--- src/rtl/sram_wr_pkg.sv ---
package sram_wr_pkg;

  function automatic int ns_to_cyc(input int ns, input int period_ns);
    return (ns + period_ns - 1) / period_ns;
  endfunction

  function automatic int imax(input int a, input int b);
    return (a > b) ? a : b;
  endfunction

endpackage

--- src/rtl/sram_wr_timer.sv ---
module sram_wr_timer #(
  parameter int TOTAL = 15,
  parameter int CNT_W = 4
) (
  input  logic             clk,
  input  logic             rst_n,
  input  logic             start,
  output logic             busy_q,
  output logic             busy_nxt,
  output logic [CNT_W-1:0] cnt_nxt
);

  localparam logic [CNT_W-1:0] LAST = CNT_W'(TOTAL - 1);

  logic [CNT_W-1:0] cnt_q;

  always_comb begin
    busy_nxt = busy_q;
    cnt_nxt  = cnt_q;
    if (!busy_q) begin
      if (start) begin
        busy_nxt = 1'b1;
        cnt_nxt  = '0;
      end
    end else if (cnt_q == LAST) begin
      busy_nxt = 1'b0;
      cnt_nxt  = '0;
    end else begin
      cnt_nxt = cnt_q + 1'b1;
    end
  end

  always_ff @(posedge clk) begin
    if (!rst_n) begin
      busy_q <= 1'b0;
      cnt_q  <= '0;
    end else begin
      busy_q <= busy_nxt;
      cnt_q  <= cnt_nxt;
    end
  end

  p_cnt_in_window_r2: assert property (@(posedge clk) disable iff (!rst_n)
    busy_q |-> (cnt_q <= LAST));

  p_idle_cnt_clear_r2: assert property (@(posedge clk) disable iff (!rst_n)
    !busy_q |-> (cnt_q == '0));

endmodule

--- src/rtl/sram_wr_pins.sv ---
module sram_wr_pins #(
  parameter int SU    = 1,
  parameter int PW    = 13,
  parameter int TOTAL = 15,
  parameter int CNT_W = 4,
  parameter int ADDR_W = 21,
  parameter int DATA_W = 8
) (
  input  logic              clk,
  input  logic              rst_n,
  input  logic              load,
  input  logic [ADDR_W-1:0] addr_in,
  input  logic [DATA_W-1:0] data_in,
  input  logic              busy_nxt,
  input  logic [CNT_W-1:0]  cnt_nxt,
  output logic [ADDR_W-1:0] mem_addr,
  output logic [DATA_W-1:0] mem_dq_o,
  output logic              mem_dq_oe,
  output logic              mem_ce_n,
  output logic              mem_we_n,
  output logic              mem_oe_n,
  output logic              wr_done
);

  localparam logic [CNT_W-1:0] STROBE_ON  = CNT_W'(SU);
  localparam logic [CNT_W-1:0] STROBE_OFF = CNT_W'(SU + PW);
  localparam logic [CNT_W-1:0] LAST       = CNT_W'(TOTAL - 1);

  logic strobe_win, select_win;

  always_comb begin
    strobe_win = busy_nxt && (cnt_nxt >= STROBE_ON) && (cnt_nxt < STROBE_OFF);
    select_win = busy_nxt && (cnt_nxt >= STROBE_ON) && (cnt_nxt <= STROBE_OFF);
  end

  always_ff @(posedge clk) begin
    if (!rst_n) begin
      mem_addr  <= '0;
      mem_dq_o  <= '0;
      mem_dq_oe <= 1'b0;
      mem_ce_n  <= 1'b1;
      mem_we_n  <= 1'b1;
      mem_oe_n  <= 1'b1;
      wr_done   <= 1'b0;
    end else begin
      if (load) begin
        mem_addr <= addr_in;
        mem_dq_o <= data_in;
      end
      mem_we_n  <= !strobe_win;
      mem_ce_n  <= !select_win;
      mem_dq_oe <= select_win;
      mem_oe_n  <= 1'b1;
      wr_done   <= busy_nxt && (cnt_nxt == LAST);
    end
  end

  // checker: length of the current write-strobe low run
  logic [CNT_W-1:0] strobe_run;
  always_ff @(posedge clk) begin
    if (!rst_n)         strobe_run <= '0;
    else if (!mem_we_n) strobe_run <= strobe_run + 1'b1;
    else                strobe_run <= '0;
  end

  p_strobe_width_r4: assert property (@(posedge clk) disable iff (!rst_n)
    $rose(mem_we_n) |-> (strobe_run == CNT_W'(PW)));

  p_select_covers_strobe_r5: assert property (@(posedge clk) disable iff (!rst_n)
    !mem_we_n |-> !mem_ce_n);

  p_select_release_late_r5: assert property (@(posedge clk) disable iff (!rst_n)
    $rose(mem_ce_n) |-> $past(mem_we_n));

  p_driver_in_select_r6: assert property (@(posedge clk) disable iff (!rst_n)
    mem_dq_oe |-> !mem_ce_n);

  p_no_read_enable_r7: assert property (@(posedge clk) disable iff (!rst_n)
    !load |=> mem_oe_n);

  p_done_single_r8: assert property (@(posedge clk) disable iff (!rst_n)
    wr_done |=> !wr_done);

endmodule

--- src/rtl/sram_write_seq.sv ---
module sram_write_seq
  import sram_wr_pkg::*;
#(
  parameter int ADDR_W     = 21,
  parameter int DATA_W     = 8,
  parameter int CLK_NS     = 5,
  parameter int T_CYCLE_NS = 70,
  parameter int T_PULSE_NS = 55,
  parameter int T_SEL_NS   = 65,
  parameter int T_ADDR_NS  = 65,
  parameter int T_DATA_NS  = 30,
  parameter int T_REC_NS   = 5,
  parameter int SETUP_CYC  = 1
) (
  input  logic              clk,
  input  logic              rst_n,
  input  logic              req_valid,
  output logic              req_ready,
  input  logic [ADDR_W-1:0] req_addr,
  input  logic [DATA_W-1:0] req_data,
  output logic              wr_done,
  output logic [ADDR_W-1:0] mem_addr,
  output logic [DATA_W-1:0] mem_dq_o,
  output logic              mem_dq_oe,
  output logic              mem_ce_n,
  output logic              mem_we_n,
  output logic              mem_oe_n
);

  localparam int CYC_WC  = ns_to_cyc(T_CYCLE_NS, CLK_NS);
  localparam int CYC_WP  = ns_to_cyc(T_PULSE_NS, CLK_NS);
  localparam int CYC_CW  = ns_to_cyc(T_SEL_NS, CLK_NS);
  localparam int CYC_AW  = ns_to_cyc(T_ADDR_NS, CLK_NS);
  localparam int CYC_DW  = ns_to_cyc(T_DATA_NS, CLK_NS);
  localparam int CYC_REC = imax(ns_to_cyc(T_REC_NS, CLK_NS), 1);
  localparam int PW      = imax(imax(CYC_WP, CYC_CW),
                                imax(CYC_AW - SETUP_CYC, CYC_DW));
  localparam int TOTAL   = imax(CYC_WC, SETUP_CYC + PW + CYC_REC);
  localparam int CNT_W   = $clog2(TOTAL + 1);

  logic busy_q, busy_nxt, accept;
  logic [CNT_W-1:0] cnt_nxt;

  assign req_ready = !busy_q;
  assign accept    = req_valid && !busy_q;

  sram_wr_timer #(.TOTAL(TOTAL), .CNT_W(CNT_W)) u_timer (
    .clk      (clk),
    .rst_n    (rst_n),
    .start    (accept),
    .busy_q   (busy_q),
    .busy_nxt (busy_nxt),
    .cnt_nxt  (cnt_nxt)
  );

  sram_wr_pins #(
    .SU(SETUP_CYC), .PW(PW), .TOTAL(TOTAL), .CNT_W(CNT_W),
    .ADDR_W(ADDR_W), .DATA_W(DATA_W)
  ) u_pins (
    .clk       (clk),
    .rst_n     (rst_n),
    .load      (accept),
    .addr_in   (req_addr),
    .data_in   (req_data),
    .busy_nxt  (busy_nxt),
    .cnt_nxt   (cnt_nxt),
    .mem_addr  (mem_addr),
    .mem_dq_o  (mem_dq_o),
    .mem_dq_oe (mem_dq_oe),
    .mem_ce_n  (mem_ce_n),
    .mem_we_n  (mem_we_n),
    .mem_oe_n  (mem_oe_n),
    .wr_done   (wr_done)
  );

  p_ready_drops_r2: assert property (@(posedge clk) disable iff (!rst_n)
    (req_valid && req_ready) |=> !req_ready);

  p_addr_hold_r3: assert property (@(posedge clk) disable iff (!rst_n)
    (busy_q && $past(busy_q)) |-> $stable(mem_addr));

  p_done_then_ready_r8: assert property (@(posedge clk) disable iff (!rst_n)
    wr_done |=> req_ready);

  p_idle_quiet_r10: assert property (@(posedge clk) disable iff (!rst_n)
    (req_ready && $past(req_ready)) |-> (mem_ce_n && mem_we_n && !mem_dq_oe));

endmodule

--- config.mk ---
export PLATFORM = sky130hd
export DESIGN_NAME = sram_write_seq
export DESIGN_NICKNAME = d
export VERILOG_FILES = /design/src/rtl/sram_wr_pkg.sv /design/src/rtl/sram_wr_timer.sv /design/src/rtl/sram_wr_pins.sv /design/src/rtl/sram_write_seq.sv
export SDC_FILE = /design/constraint.sdc
export NUM_CORES = 1
export LEC_CHECK = 0
export BUFFER_PORTS_ARGS = -buffer_cell sky130_fd_sc_hd__buf_2
export CAP_MARGIN = 30
export CORE_MARGIN = 2
export CORE_UTILIZATION = 46
export DETAILED_ROUTE_END_ITERATION = 10
export GPL_TIMING_DRIVEN = 0
export PLACE_DENSITY_LB_ADDON = 0.12
export SYNTH_ARGS = -nofsm -noshare
export SYNTH_HDL_FRONTEND = slang
export SYNTH_HIERARCHICAL = 1
export SYNTH_SLANG_ARGS = --single-unit
--- constraint.sdc ---
create_clock -name clk -period 2.06 [get_ports clk]
set_clock_uncertainty 0.15 [all_clocks]
set_input_delay 0 -clock clk [delete_from_list [all_inputs] [get_ports clk]]
set_output_delay 0 -clock clk [all_outputs]
set_load 0.02 [all_outputs]
Word level (Yosys, flattened, before mapping):

Cells that the tools add are included.

* memories kept: 0
* memory bits (writable): 0
* latch bits: 0
* memory bits (read-only): 0
* logic and storage cells: 28
* bits in registers: 38
* output and inout port bits: 35
* bits of input ports: 32

* bitwise logic cells: 0
* $lt $le $gt $ge: 3
* reductions and logical operators: 8
* shift-type cells: 0
* equal/unequal tests: 2
* divide/modulo/power cells: 0
* muxes and demuxes: 6
* $add $sub $neg: 1
* multiply operators: 0

Operators with widths (count)
* $mux 4: 3
* $eq 4x4->1 const B: 2
* $logic_and 1x1->1: 5
* $add 4x1->4 const B: 1
* $ge 4x1->1 const B: 1
* $le 4x4->1 const B: 1
* $lt 4x4->1 const B: 1
* $logic_not 1->1: 3
* $mux 1: 3

Depth between registers and ports, before layout:

Gate-level depths: netlist of the first run.

* depth in word-level cells: 8
* gate-level depth with buffers: 6
* gate-level depth less buffers: 6

Modules after synthesis:

Netlist of the first run, hierarchy kept.

Modules (own cells, without submodules)
* sram_wr_pins: instances 1, seq. area each 660.6 µm², cells an instance 107, area each 1231.2 µm²
* sram_wr_timer: instances 1, seq. area each 100.1 µm², cells an instance 32, area each 280.3 µm²
* sram_write_seq: instances 1, seq. area each 0.0 µm², cells an instance 2, area each 10.0 µm²

Worst setup path before layout of the first run:

Ideal clock, no wire load.

* kind: register to register
* start point: register u_timer.cnt_q[1]
* end point: register u_pins.mem_dq_oe
* cell stages (with the launch flop): 7
* setup time: 116 ps
* path buffers: 1
* data required time: 1794 ps
* arrival time: 1551 ps
* clock period less this slack: 1816 ps
* path slack: 244 ps
* path through: dfxtp_1 buf_2 and4b_1 o21ai_1 nand2_1 or4_4 and3b_1

* word-level cells in the longest chain between the ends: 6
* elaborated cells on any way between the ends: 11
* classes of those cells: add/sub: 1; order compare: 2; eq/ne: 1; mux: 5; reduce/logical: 2

RTL lines
* from (decl): line sram_wr_timer.sv:15 `logic [CNT_W-1:0] cnt_q;`
* from (signal assigned): line sram_wr_timer.sv:39 `cnt_q <= cnt_nxt;`
* $add 4x1->4 or $eq 4x4->1 (tied branches): line sram_wr_timer.sv:29, sram_wr_timer.sv:25
* $mux 4 *: line sram_wr_timer.sv:25 `end else if (cnt_q == LAST) begin`
* $mux 4 *: line sram_wr_timer.sv:20 `if (!busy_q) begin`
* net cnt_nxt[3]: line sram_write_seq.sv:42 `logic [CNT_W-1:0] cnt_nxt;`
* $ge 4x1->1: line sram_wr_pins.sv:33 `select_win = busy_nxt && (cnt_nxt >= STROBE_ON) && (cnt_nxt <= STROBE_OFF);`
* $logic_and 1x1->1: line sram_wr_pins.sv:33
* $logic_and 1x1->1 *: line sram_wr_pins.sv:33
* to (signal assigned): line sram_wr_pins.sv:52 `mem_dq_oe <= select_win;`
* to (decl): line sram_wr_pins.sv:18 `output logic mem_dq_oe,`

The timed path passes the listed nets; every way through them passes the cells marked *.
A chain may end at the register's enable or synchronous reset.

Final worst setup path of the first run:

* start point: register u_timer.busy_q
* end point: register u_pins.mem_dq_oe

* word-level cells in the longest chain between the ends: 7
* elaborated cells on any way between the ends: 10
* classes of those cells: order compare: 2; mux: 4; reduce/logical: 4

RTL lines
* from (decl): line sram_wr_timer.sv:8 `output logic busy_q,`
* from (signal assigned): line sram_wr_timer.sv:38 `busy_q <= busy_nxt;`
* $logic_not 1->1 *
* $logic_and 1x1->1 *: line sram_write_seq.sv:45 `assign accept = req_valid && !busy_q;`
* net accept: line sram_write_seq.sv:41 `logic busy_q, busy_nxt, accept;`
* $mux 4 *: line sram_wr_timer.sv:21 `if (start) begin`
* $mux 4 *: line sram_wr_timer.sv:20
* net cnt_nxt[2]: line sram_write_seq.sv:42
* $ge 4x1->1: line sram_wr_pins.sv:33
* $logic_and 1x1->1: line sram_wr_pins.sv:33
* $logic_and 1x1->1 *: line sram_wr_pins.sv:33

Marked as above.

==> reports/results.tsv, run 1 <==
metric	value	unit
clock root buffer	clkbuf_4	
clk sinks	38	
DRC viols	0	
Ys Warns	6	
Top delay family on crit path	simple AND/OR/NAND/NOR gates	
Netlist cell types	31	
row cnt	20	
R2R setup slack	0.1	ns
slowest stage cell, crit path	or4_4	
largest net degree at the start of global routing	12	
crit-path max FO	9	
syn nets	173	
Worst Setup Start Kind	flip-flop	
ratio of cells with drive above 1 in the final layout	0.348	
NumNets Final	276	
synth top area cells	dfxtp_1 50%, mux2i_1 19%, nor2b_1 12%	
I/O Pins	67	
Period Utilization, post-route	0.954	
Synth Register Bits	38	
initial DRC count	82	
mapped cell area	1520	um2
WS Path Type	flip-flop to flip-flop	
Final min period	1.96	ns
Reg2Reg Launch Point	u_timer/busy_q	
Seq/Total Area, Yosys	0.500	
Syn Inst Count	141	
fillers	249	
Synth-to-Final Area Change	51.3	%
Total Power	1.65	mW
VDD IR max	500	uV
Setup WS post-layout	0.0952	ns
TNS Setup	0	ns
CTS Buf Count	5	
worst hold start	req_valid	
DIE HEIGHT	61.5	um
GR Overflow Total	0	
Max Freq	0.509	GHz
initial antenna violation count	0	
core area	3100	um2
Bufs and invs on worst path	0	
Worst Path Arrival	2.05	ns
pwr/cell area	719	nW/um2
hold endpoint	u_timer/cnt_q[1]	
number of vias per cell	4.76	
placer congestion estimate	0.759	
Die ar.	3780	um2
status	completed	
Yosys top cell area share	0.500	
hold path depth	4	
Worst R2R Path Depth	6	
unrepaired setup endpoints after global routing	false	
CTS H-tree lvls	2	
Routed Antenna Nets	0	
CTS Buffer Depth	2	
critical path, cell by cell	nor2b_4 > nor2_1 > nand2_1 > nand3_1 > or4_4 > and3b_1	
Starting Density	0.490	
slowest cell delay on critical path	0.56	ns
worst path required time	2.15	ns
final setup fails	0	
Max Slew Vio Count	0	
first-pass GRT wire length	5.73	mm
Pre-Repair DR Iteration Count	4	
Routed WL	3.72	mm
Fin. Hold Viols	0	
routed via count	1370	
vias in the first global route	1298	
pre-CTS WS	0.0769	ns
cell count along the critical path	6	
Worst Setup End Kind	flip-flop	
WL per Instance	12.9	um
r2r endpoint	u_pins/mem_dq_oe	
CTS tree	built	
Pleak	1.08	nW
MaxCap Viol Count	0	
Avg Cell Area, Syn	10.8	um2
Total GRT Usage	0.213	
placed wire-length estimate	2.29	mm
HP Class	primary input to flip-flop	
Final Core Density	0.742	
clk_lat worst skew	0.34	ns
die width	61.5	um
Clock Pin Slew Worst Setup and Hold Paths	0.11	ns
Buffers on Ports	65	
post-synth top area cell	dfxtp_1	
Setup Fix Bufs, Post-CTS	0	
Ant. Diodes	0	
-- stage by stage --
stage / instances / hold slack (ns) / instance area, um2
after CTS: 288 / 0.122 / 2290
after global routing: 288 / 0.0169 / 2300
final: 288 / 0.00461 / 2300
after floorplan: 141 / -0.0283 / 1520
after global placement: 250 / 0.108 / 1900
after detailed placement: 250 / 0.115 / 1900
-- layer usage --
layer  part of all wire  vias to the layer above  GRT usage
li1                   -                      686          -
met1               0.39                      621      0.229
met2               0.54                       55      0.377
met3              0.059                        8     0.0798
met4              0.017                        0     0.0821
met5                  0                        -          0
-- state kept, by name, summed over array words and instances (netlist names) --
register	flops
u_pins/mem_addr	21
u_pins/mem_we_n	1
u_pins/mem_dq_o	8
u_pins/wr_done	1
u_timer/busy_q	1
u_pins/mem_dq_oe	1
u_timer/cnt_q	4
u_pins/mem_ce_n	1
-- worst min-delay path: stages --
cell and delay (ns):
buf_2 0.08, nor2b_4 0.16, or2_2 0.14, a311oi_2 0.08
-- cell type report --
class | count | area [um2] | share of cell area
Timing Repair Buffer | 96 | 636 | 0.276
Buffer | 8 | 47.5 | 0.0207
Sequential cell | 38 | 762 | 0.331
Multi-Input combinational cell | 93 | 713 | 0.310
Inverter | 2 | 7.51 | 0.00326
Tap cell | 44 | 55.1 | 0.0239
Clock buffer | 6 | 51.3 | 0.0223
Clock inverter | 1 | 30.0 | 0.0130
-- synthesized netlist by cell type --
library cell,count
a22o_1,1
nand2_1,5
inv_1,2
o21ai_1,1
and3b_1,1
buf_6,1
a31oi_1,2
or2_2,1
and2_1,2
a21oi_1,2
nand3_1,4
nor2_1,1
buf_2,2
nand2_2,1
nor2b_1,30
nor3_1,1
and4b_1,1
clkbuf_1,2
or4_4,1
dfxtp_1,38
o21ai_0,1
a21boi_0,1
mux2i_1,29
nand4b_1,1
a41oi_2,1
nand4_1,3
buf_4,2
nor2b_4,1
conb_1,1
a311oi_2,1
buf_1,1
-- worst max-delay path by stage --
stage                             endpoint  slack, ns             start
after global placement    u_pins/mem_dq_oe       0.11    u_timer/busy_q
final                     u_pins/mem_dq_oe        0.1    u_timer/busy_q
after CTS                 u_pins/mem_dq_oe       0.04    u_timer/busy_q
after detailed placement  u_pins/mem_dq_oe       0.08    u_timer/busy_q
after global routing      u_pins/mem_dq_oe      0.009  u_timer/cnt_q[1]
after floorplan           u_pins/mem_dq_oe       0.24  u_timer/cnt_q[1]
-- logic make-up after synthesis --
kind of cell	after synthesis	share of synthesized area
buffers and inverters	10	0.0362
other	1	0.00246
multiplexers	29	0.191
AND/OR/NAND/NOR	53	0.218
AO/OA/AOI/OAI	10	0.0526
flip-flops	38	0.500
-- power by group --
group	total (mW)	internal, mW	switching [mW]
combinational	0.329	0.166	0.164
clock	0.519	0.283	0.237
sequential	0.806	0.779	0.0264
total	1.65	1.23	0.427
-- what timing repair did --
action                                  in CTS  in global routing
endpoints found under the setup margin       0                  4
hold buffers                                31                  0
resized for setup                            0                  3
endpoints found under the hold margin       37                  0
-- cells in the final DEF, fill, tap and decap left out, drive strengths merged, types with 2 or more instances in the layout --
cell	synthesis	routed
a21oi	2	2
clkbuf	2	8
nand4	3	3
nand2	6	6
mux2i	29	29
nor2b	31	31
dfxtp	38	38
and2	2	2
nand3	4	4
dlygate4sd3	0	31
inv	2	2
buf	6	71
o21ai	2	2
a31oi	2	2
No activity file was read; power rests on OpenSTA's default activity.
==> run 2: changes to the inputs <==
--- a/config.mk
+++ b/config.mk
@@ -14,5 +14,4 @@
 export PLACE_DENSITY_LB_ADDON = 0.12
 export SYNTH_ARGS = -nofsm -noshare
 export SYNTH_HDL_FRONTEND = slang
-export SYNTH_HIERARCHICAL = 1
 export SYNTH_SLANG_ARGS = --single-unit
==> run 2 against run 1 <==
  * Total power decreased by 9.0%
  * Flip-flop and latch count unchanged
  * Critical endpoint is now u_pins.mem_addr[19]
  * Hold slack improved by 0.26 ns
  * Via count increased by 11%
  * Maximum frequency increased by 13%
  * Register-to-register slack improved by 0.22 ns
  * Count of clock-buffer cells in the layout unchanged
  * Worst setup slack improved by 0.22 ns
  * Utilization increased by 2.0 points
  * Final area increased by 1.9%
  * Critical path depth unchanged
==> reports/results.tsv, run 2 <==
metric	value	unit	change
Worst Setup Start Kind	flip-flop		unchanged
async set-reset flop share out of synthesis	0		unchanged
DRC viols	0		unchanged
slowest cell delay on critical path	0.55	ns	was 0.56 ns
Fin. Hold Viols	0		unchanged
hold path depth	4		unchanged
VDD IR max	388	uV	was 500 uV
top-count cell post-synth	nand2_1		was dfxtp_1
portion of netlist area occupied by mux cells	0		was 0.191
Buffers on Ports	65		unchanged
final cell count without fillers	332		was 288
Pre-Repair DR Iteration Count	4		unchanged
synth top area cells	dfxtp_1 51%, nand2_1 16%, a21boi_1 15%		was dfxtp_1 50%, mux2i_1 19%, nor2b_1 12%
Netlist cell types	29		was 31
Pleak	1.10	nW	was 1.08 nW
Starting Density	0.488		was 0.490
Setup WS post-layout	0.314	ns	was 0.0952 ns
FF+latch area	761	um2	was 762 um2
Syn Inst Count	175		was 141
Primary FF master, synth	dfxtp_1		unchanged
ratio of cells with drive above 1 in the final layout	0.309		was 0.348
final setup fails	0		unchanged
Synth Register Bits	38		unchanged
Period Utilization, post-route	0.847		was 0.954
Worst Path Arrival	1.90	ns	was 2.05 ns
placer congestion estimate	0.822		was 0.759
Worst Setup End Kind	flip-flop		unchanged
Die ar.	3740	um2	was 3780 um2
die width	61.1	um	was 61.5 um
Clock Pin Slew Worst Setup and Hold Paths	0.12	ns	was 0.11 ns
unrepaired setup endpoints after global routing	false		unchanged
WS Path Type	flip-flop to flip-flop		unchanged
Total Power	1.51	mW	was 1.65 mW
Routed Antenna Nets	0		unchanged
core area	3080	um2	was 3100 um2
post-synth top area cell	dfxtp_1		unchanged
number of vias per cell	4.59		was 4.76
Max Slew Vio Count	0		unchanged
HP Class	primary input to flip-flop		unchanged
worst path required time	2.22	ns	was 2.15 ns
row cnt	20		unchanged
MaxCap Viol Count	0		unchanged
Synth Area in Simple Gates	0.220		was 0.218
clk_lat worst skew	0.35	ns	was 0.34 ns
fillers	237		was 249
Compound-Gate Fraction of Synth Area	0.204		was 0.0526
max FFs per register	21		unchanged
initial antenna violation count	0		unchanged
slowest stage cell, crit path	dlygate4sd3_1		was or4_4
Routed WL	3.73	mm	was 3.72 mm
Placed Instances	284		was 250
clock root buffer	clkbuf_4		unchanged
most frequent cells in the layout	70 x buf_2, 63 x nand2_1, 40 x dlygate4sd3_1		was 67 x buf_2, 37 x dfxtp_1, 31 x dlygate4sd3_1
R2R setup slack	0.31	ns	was 0.1 ns
Synth-to-Final Area Change	56.3	%	was 51.3%
crit-path max FO	10		was 9
r2r endpoint	u_pins.mem_addr[19]		was u_pins/mem_dq_oe
Worst R2R Path Depth	6		unchanged
CTS Buffer Depth	2		unchanged
Most flops, register	u_pins.mem_addr		was u_pins/mem_addr
adder-cell share of the synthesized area	0		unchanged
first-pass GRT wire length	5.99	mm	was 5.73 mm
largest net degree at the start of global routing	13		was 12
mapped cell area	1500	um2	was 1520 um2
syn nets	207		was 173
Max Freq	0.573	GHz	was 0.509 GHz
Total GRT Usage	0.220		was 0.213
GR Overflow Total	0		unchanged
multi-input combinational cell area	641	um2	was 713 um2
pre-CTS WS	0.766	ns	was 0.0769 ns
Most common cell on crit path	buf_4		
Reg2Reg Launch Point	u_timer.busy_q		was u_timer/busy_q
Setup Fix Bufs, Post-CTS	0		unchanged
EDFF count, synth	0		unchanged
critical path, cell by cell	buf_4 > nor2b_2 > buf_4 > nand2_1 > a21boi_1 > dlygate4sd3_1		was nor2b_4 > nor2_1 > nand2_1 > nand3_1 > or4_4 > and3b_1
I/O Pins	67		unchanged
Yosys top cell area share	0.507		was 0.500
CTS Buf Count	5		unchanged
NumNets Final	319		was 276
combinational family with the most area after synthesis	simple AND/OR/NAND/NOR gates		unchanged
DIE HEIGHT	61.1	um	was 61.5 um
routed via count	1524		was 1,370
hold endpoint	u_pins.mem_addr[0]		was u_timer/cnt_q[1]
CTS H-tree lvls	2		unchanged
Final min period	1.75	ns	was 1.96 ns
CTS tree	built		unchanged
vias in the first global route	1426		was 1,298
Ys Warns	0		was 6
xor/xnor share of the synthesized area	0		unchanged
most common cell after layout, fill and taps aside	buf_2		unchanged
placed wire-length estimate	2.23	mm	was 2.29 mm
Ant. Diodes	0		unchanged
initial DRC count	44		was 82
Final Core Density	0.762		was 0.742
Seq/Total Area, Yosys	0.507		was 0.500
status	completed		unchanged
TNS Setup	0	ns	unchanged
pwr/cell area	642	nW/um2	was 719 nW/um2
clk sinks	38		unchanged
Synth top cells by count	63 x nand2_1, 38 x dfxtp_1, 30 x a21boi_1		was 38 x dfxtp_1, 30 x nor2b_1, 29 x mux2i_1
worst hold start	req_addr[0]		was req_valid
Top Registers	u_pins.mem_addr: 21 flops, u_pins.mem_dq_o: 8 flops, u_timer.cnt_q: 4 flops		was u_pins/mem_addr: 21 flops, u_pins/mem_dq_o: 8 flops, u_timer/cnt_q: 4 flops
Avg Cell Area, Syn	8.58	um2	was 10.8 um2
WL per Instance	11.2	um	was 12.9 um
-- run 2: changes by cell type after synthesis, sizes merged, moves of 3 or more --
cell	previous run	this run
a21boi	1	30
a21oi	2	5
buf	6	11
mux2i	29	0
nand2	6	64
nand3	4	1
nor2b	31	2
-- run 2: how the worst max path moves through the flow --
stage | slack, ns | endpoint | cells past startpoint | start
after floorplan | 0.82 | u_pins.mem_addr[10] | 7 | u_timer.busy_q
after CTS | 0.37 | u_pins.mem_addr[12] | 6 | u_timer.busy_q
final | 0.31 | u_pins.mem_addr[19] | 6 | u_timer.busy_q
after global placement | 0.80 | u_pins.mem_addr[8] | 6 | u_timer.busy_q
after global routing | 0.24 | u_pins.mem_addr[19] | 6 | u_timer.busy_q
after detailed placement | 0.77 | u_pins.mem_addr[5] | 6 | u_timer.busy_q
-- run 2: cell families (layout without fill, tap and decap cells) --
logic type      Yosys count  count (layout)
simple gates             77              77
flops                    38              38
buf+inv                  16             129
other cells               1               1
compound gates           43              43
-- run 2: area by class of cell --
cell class                 count  area share
inverter                       2     0.00320
tap                           44      0.0235
timing repair buffer         105       0.309
sequential                    38       0.324
clock buffer                   6      0.0219
multi-input combinational    121       0.273
buffer                        14      0.0395
clock inverter                 2     0.00533
-- run 2: where the power goes --
group,switching (mW),internal (mW),total [mW]
logic,0.149,0.149,0.299
registers,0.0174,0.774,0.791
clock network,0.252,0.164,0.416
total,0.418,1.09,1.51
-- run 2: what timing repair did --
item / 4_1_cts / 5_1_grt
hold endpoints to repair: 36 / 0
hold buffers: 40 / 0
resized for setup: 0 / 0
-- run 2: per-layer routing --
metal	track usage	wire, um
met5	0	0
met4	0.0901	72
met3	0.0693	250
met2	0.380	1770
met1	0.250	1640
-- run 2: worst max-delay path, delay by kind of cell (launching register included) --
family	cells	cell delay, ns
AOI/OAI and AO/OA	1	0.13
buffers and inverters	3	0.89
and+or+nand+nor	2	0.22
DFF	1	0.31
-- run 2: through the flow --
| step | area (um2) | hold WS [ns] |
|---|---|---|
| after detailed placement | 1880 | 0.0970 |
| after global placement | 1880 | 0.0936 |
| after floorplan | 1500 | -0.0151 |
| after global routing | 2350 | 0.271 |
| final | 2350 | 0.269 |
| after CTS | 2350 | 0.254 |
==> run 3: changes to the inputs <==
==> constraint.sdc (replaced) <==
create_clock -name clk -period 1.7 [get_ports clk]
set_clock_uncertainty 0.15 [all_clocks]
set_input_delay 0 -clock clk [delete_from_list [all_inputs] [get_ports clk]]
set_output_delay 0 -clock clk [all_outputs]
set_load 0.02 [all_outputs]
==> run 3 against run 2 <==
  * Worst setup slack improved by 0.040 ns
  * Routed wire length shrank 3.7%
  * Die area is the same
  * Via count is 3.0% lower
  * Largest power group unchanged
  * Sequential power increased by 21%
  * Final cell count down 2.7%
==> reports/results.tsv, run 3 (synthesized netlist as in run 2, its figures left out) <==
metric	value	unit	change
VDD IR max	466	uV	was 388 uV
Max Freq	0.743	GHz	was 0.573 GHz
routed via count	1478		was 1,524
slowest stage cell, crit path	dfxtp_1		was dlygate4sd3_1
die width	61.1	um	unchanged
clk sinks	38		unchanged
CTS tree	built		unchanged
Bufs and invs on worst path	3		unchanged
MaxCap Viol Count	0		unchanged
TNS Setup	0	ns	unchanged
number of vias per cell	4.58		was 4.59
Pleak	1.05	nW	was 1.10 nW
Pre-Repair DR Iteration Count	4		unchanged
hold path depth	4		unchanged
unrepaired setup endpoints after global routing	false		unchanged
first-pass GRT wire length	5.70	mm	was 5.99 mm
HP Class	primary input to flip-flop		unchanged
Buffers on Ports	65		unchanged
met1 WL	1.63	mm	was 1.64 mm
NumNets Final	310		was 319
WS Path Type	flip-flop to flip-flop		unchanged
Met3 Wirelength	245	um	was 250 um
initial antenna violation count	0		unchanged
placed wire-length estimate	2.23	mm	unchanged
Worst Path Arrival	1.48	ns	was 1.90 ns
Die ar.	3740	um2	unchanged
clk_lat worst skew	0.35	ns	about the same
Worst Setup End Kind	flip-flop		unchanged
Worst Setup Start Kind	flip-flop		unchanged
placer congestion estimate	0.822		unchanged
R2R setup slack	0.35	ns	was 0.31 ns
crit-path max FO	10		unchanged
slowest cell delay on critical path	0.31	ns	was 0.55 ns
Total GRT Usage	0.208		was 0.220
Routed WL	3.59	mm	was 3.73 mm
DRC viols	0		unchanged
DIE HEIGHT	61.1	um	unchanged
CTS H-tree lvls	2		unchanged
Most flops, register	u_pins.mem_addr		unchanged
Met2 Routed Length	1.66	mm	was 1.77 mm
row cnt	20		unchanged
WL per Instance	11.1	um	was 11.2 um
Ant. Diodes	0		unchanged
GR Overflow Total	0		unchanged
I/O Pins	67		unchanged
Period Utilization, post-route	0.792		was 0.847
ratio of cells with drive above 1 in the final layout	0.319		was 0.309
worst path required time	1.83	ns	was 2.22 ns
Final min period	1.35	ns	was 1.75 ns
clock root buffer	clkbuf_4		unchanged
most frequent cells in the layout	70 x buf_2, 63 x nand2_1, 38 x dfxtp_1		was 70 x buf_2, 63 x nand2_1, 40 x dlygate4sd3_1
Synth-to-Final Area Change	50.2	%	was 56.3%
final setup fails	0		unchanged
Reg2Reg Launch Point	u_timer.busy_q		unchanged
Starting Density	0.488		unchanged
CTS Buffer Depth	2		unchanged
pwr/cell area	798	nW/um2	was 642 nW/um2
r2r endpoint	u_pins.mem_addr[10]		was u_pins.mem_addr[19]
CTS Buf Count	5		unchanged
Routed Antenna Nets	0		unchanged
max FFs per register	21		unchanged
largest net degree at the start of global routing	13		unchanged
cell count along the critical path	6		unchanged
most common cell after layout, fill and taps aside	buf_2		unchanged
Clock Pin Slew Worst Setup and Hold Paths	0.11	ns	was 0.12 ns
Most common cell on crit path	buf_4		unchanged
critical path, cell by cell	buf_4 > nor2b_2 > buf_4 > buf_6 > nand2_1 > a21boi_1		was buf_4 > nor2b_2 > buf_4 > nand2_1 > a21boi_1 > dlygate4sd3_1
Top Registers	u_pins.mem_addr: 21 flops, u_pins.mem_dq_o: 8 flops, u_timer.cnt_q: 4 flops		unchanged
Max Slew Vio Count	0		unchanged
Setup Fix Bufs, Post-CTS	0		unchanged
Fin. Hold Viols	0		unchanged
Worst R2R Path Depth	6		unchanged
worst hold start	req_addr[0]		unchanged
core area	3080	um2	unchanged
Top delay family on crit path	buffers and inverters		unchanged
top layer in use	met4		unchanged
hold endpoint	u_pins.mem_addr[0]		unchanged
initial DRC count	27		was 44
Resized Gates After CTS	0		unchanged
status	completed		unchanged
minimum hold slack	0.270	ns	was 0.269 ns
vias in the first global route	1356		was 1,426
## run 3: cell types whose count changed in the layout (fill, tap and decap cells not counted), sizes merged
cell / before / now
dlygate4sd3: 40 / 31
## run 3: final cells by class
cell class	instances	area [um2]
flip-flops and latches	38	761
plain buffers	14	92.6
fillers	262	822
clock inverters	2	12.5
repair buffers	96	636
well taps	44	55.1
multi-input cells	121	641
clock buffers	6	51.3
inverters	2	7.51
## run 3: worst max-delay path by stage
| stage | from | end |
|---|---|---|
| finish | u_timer.busy_q | u_pins.mem_addr[10] |
| detailed placement | u_timer.busy_q | u_pins.mem_addr[5] |
| floorplan | u_timer.busy_q | u_pins.mem_addr[10] |
| CTS | u_timer.busy_q | u_pins.mem_addr[5] |
| global placement | u_timer.busy_q | u_pins.mem_addr[8] |
| global route | u_timer.busy_q | u_pins.mem_addr[7] |
## run 3: per-layer routing
| layer | GRT usage | vias up |
|---|---|---|
| met5 | 0 | - |
| met1 | 0.237 | 645 |
| met4 | 0.0745 | 0 |
| met2 | 0.366 | 51 |
| met3 | 0.0651 | 7 |
| li1 | - | 775 |
## run 3: stage by stage
step / cells / area (um2) / utilization / power [mW] / worst slack (ns)
floorplan: 175 / 1500 / - / 1.16 / 0.459
global placement: 284 / 1880 / 0.611 / 1.26 / 0.436
detailed placement: 284 / 1880 / 0.611 / 1.27 / 0.406
CTS: 323 / 2260 / 0.733 / 1.82 / 0.377
global route: 323 / 2260 / 0.733 / 1.89 / 0.277
finish: 323 / 2260 / 0.733 / 1.80 / 0.354
## run 3: what timing repair did
item / CTS / global route
hold endpoints to repair: 36 / 0
hold buffers: 31 / 0
endpoints found under the setup margin: 0 / 0
## run 3: worst register-to-register path: stages, from the launching register on
cell and delay, ns:
dfxtp_1 0.31, buf_4 0.16, nor2b_2 0.12, buf_4 0.18
buf_6 0.15, nand2_1 0.07, a21boi_1 0.13
## run 3: power by group
| part | switching, mW | leakage [nW] | internal [mW] |
|---|---|---|---|
| sequential | 0.0210 | 0.312 | 0.937 |
| clock | 0.301 | 0.0343 | 0.199 |
| combinational | 0.177 | 0.702 | 0.167 |
| total | 0.498 | 1.05 | 1.30 |
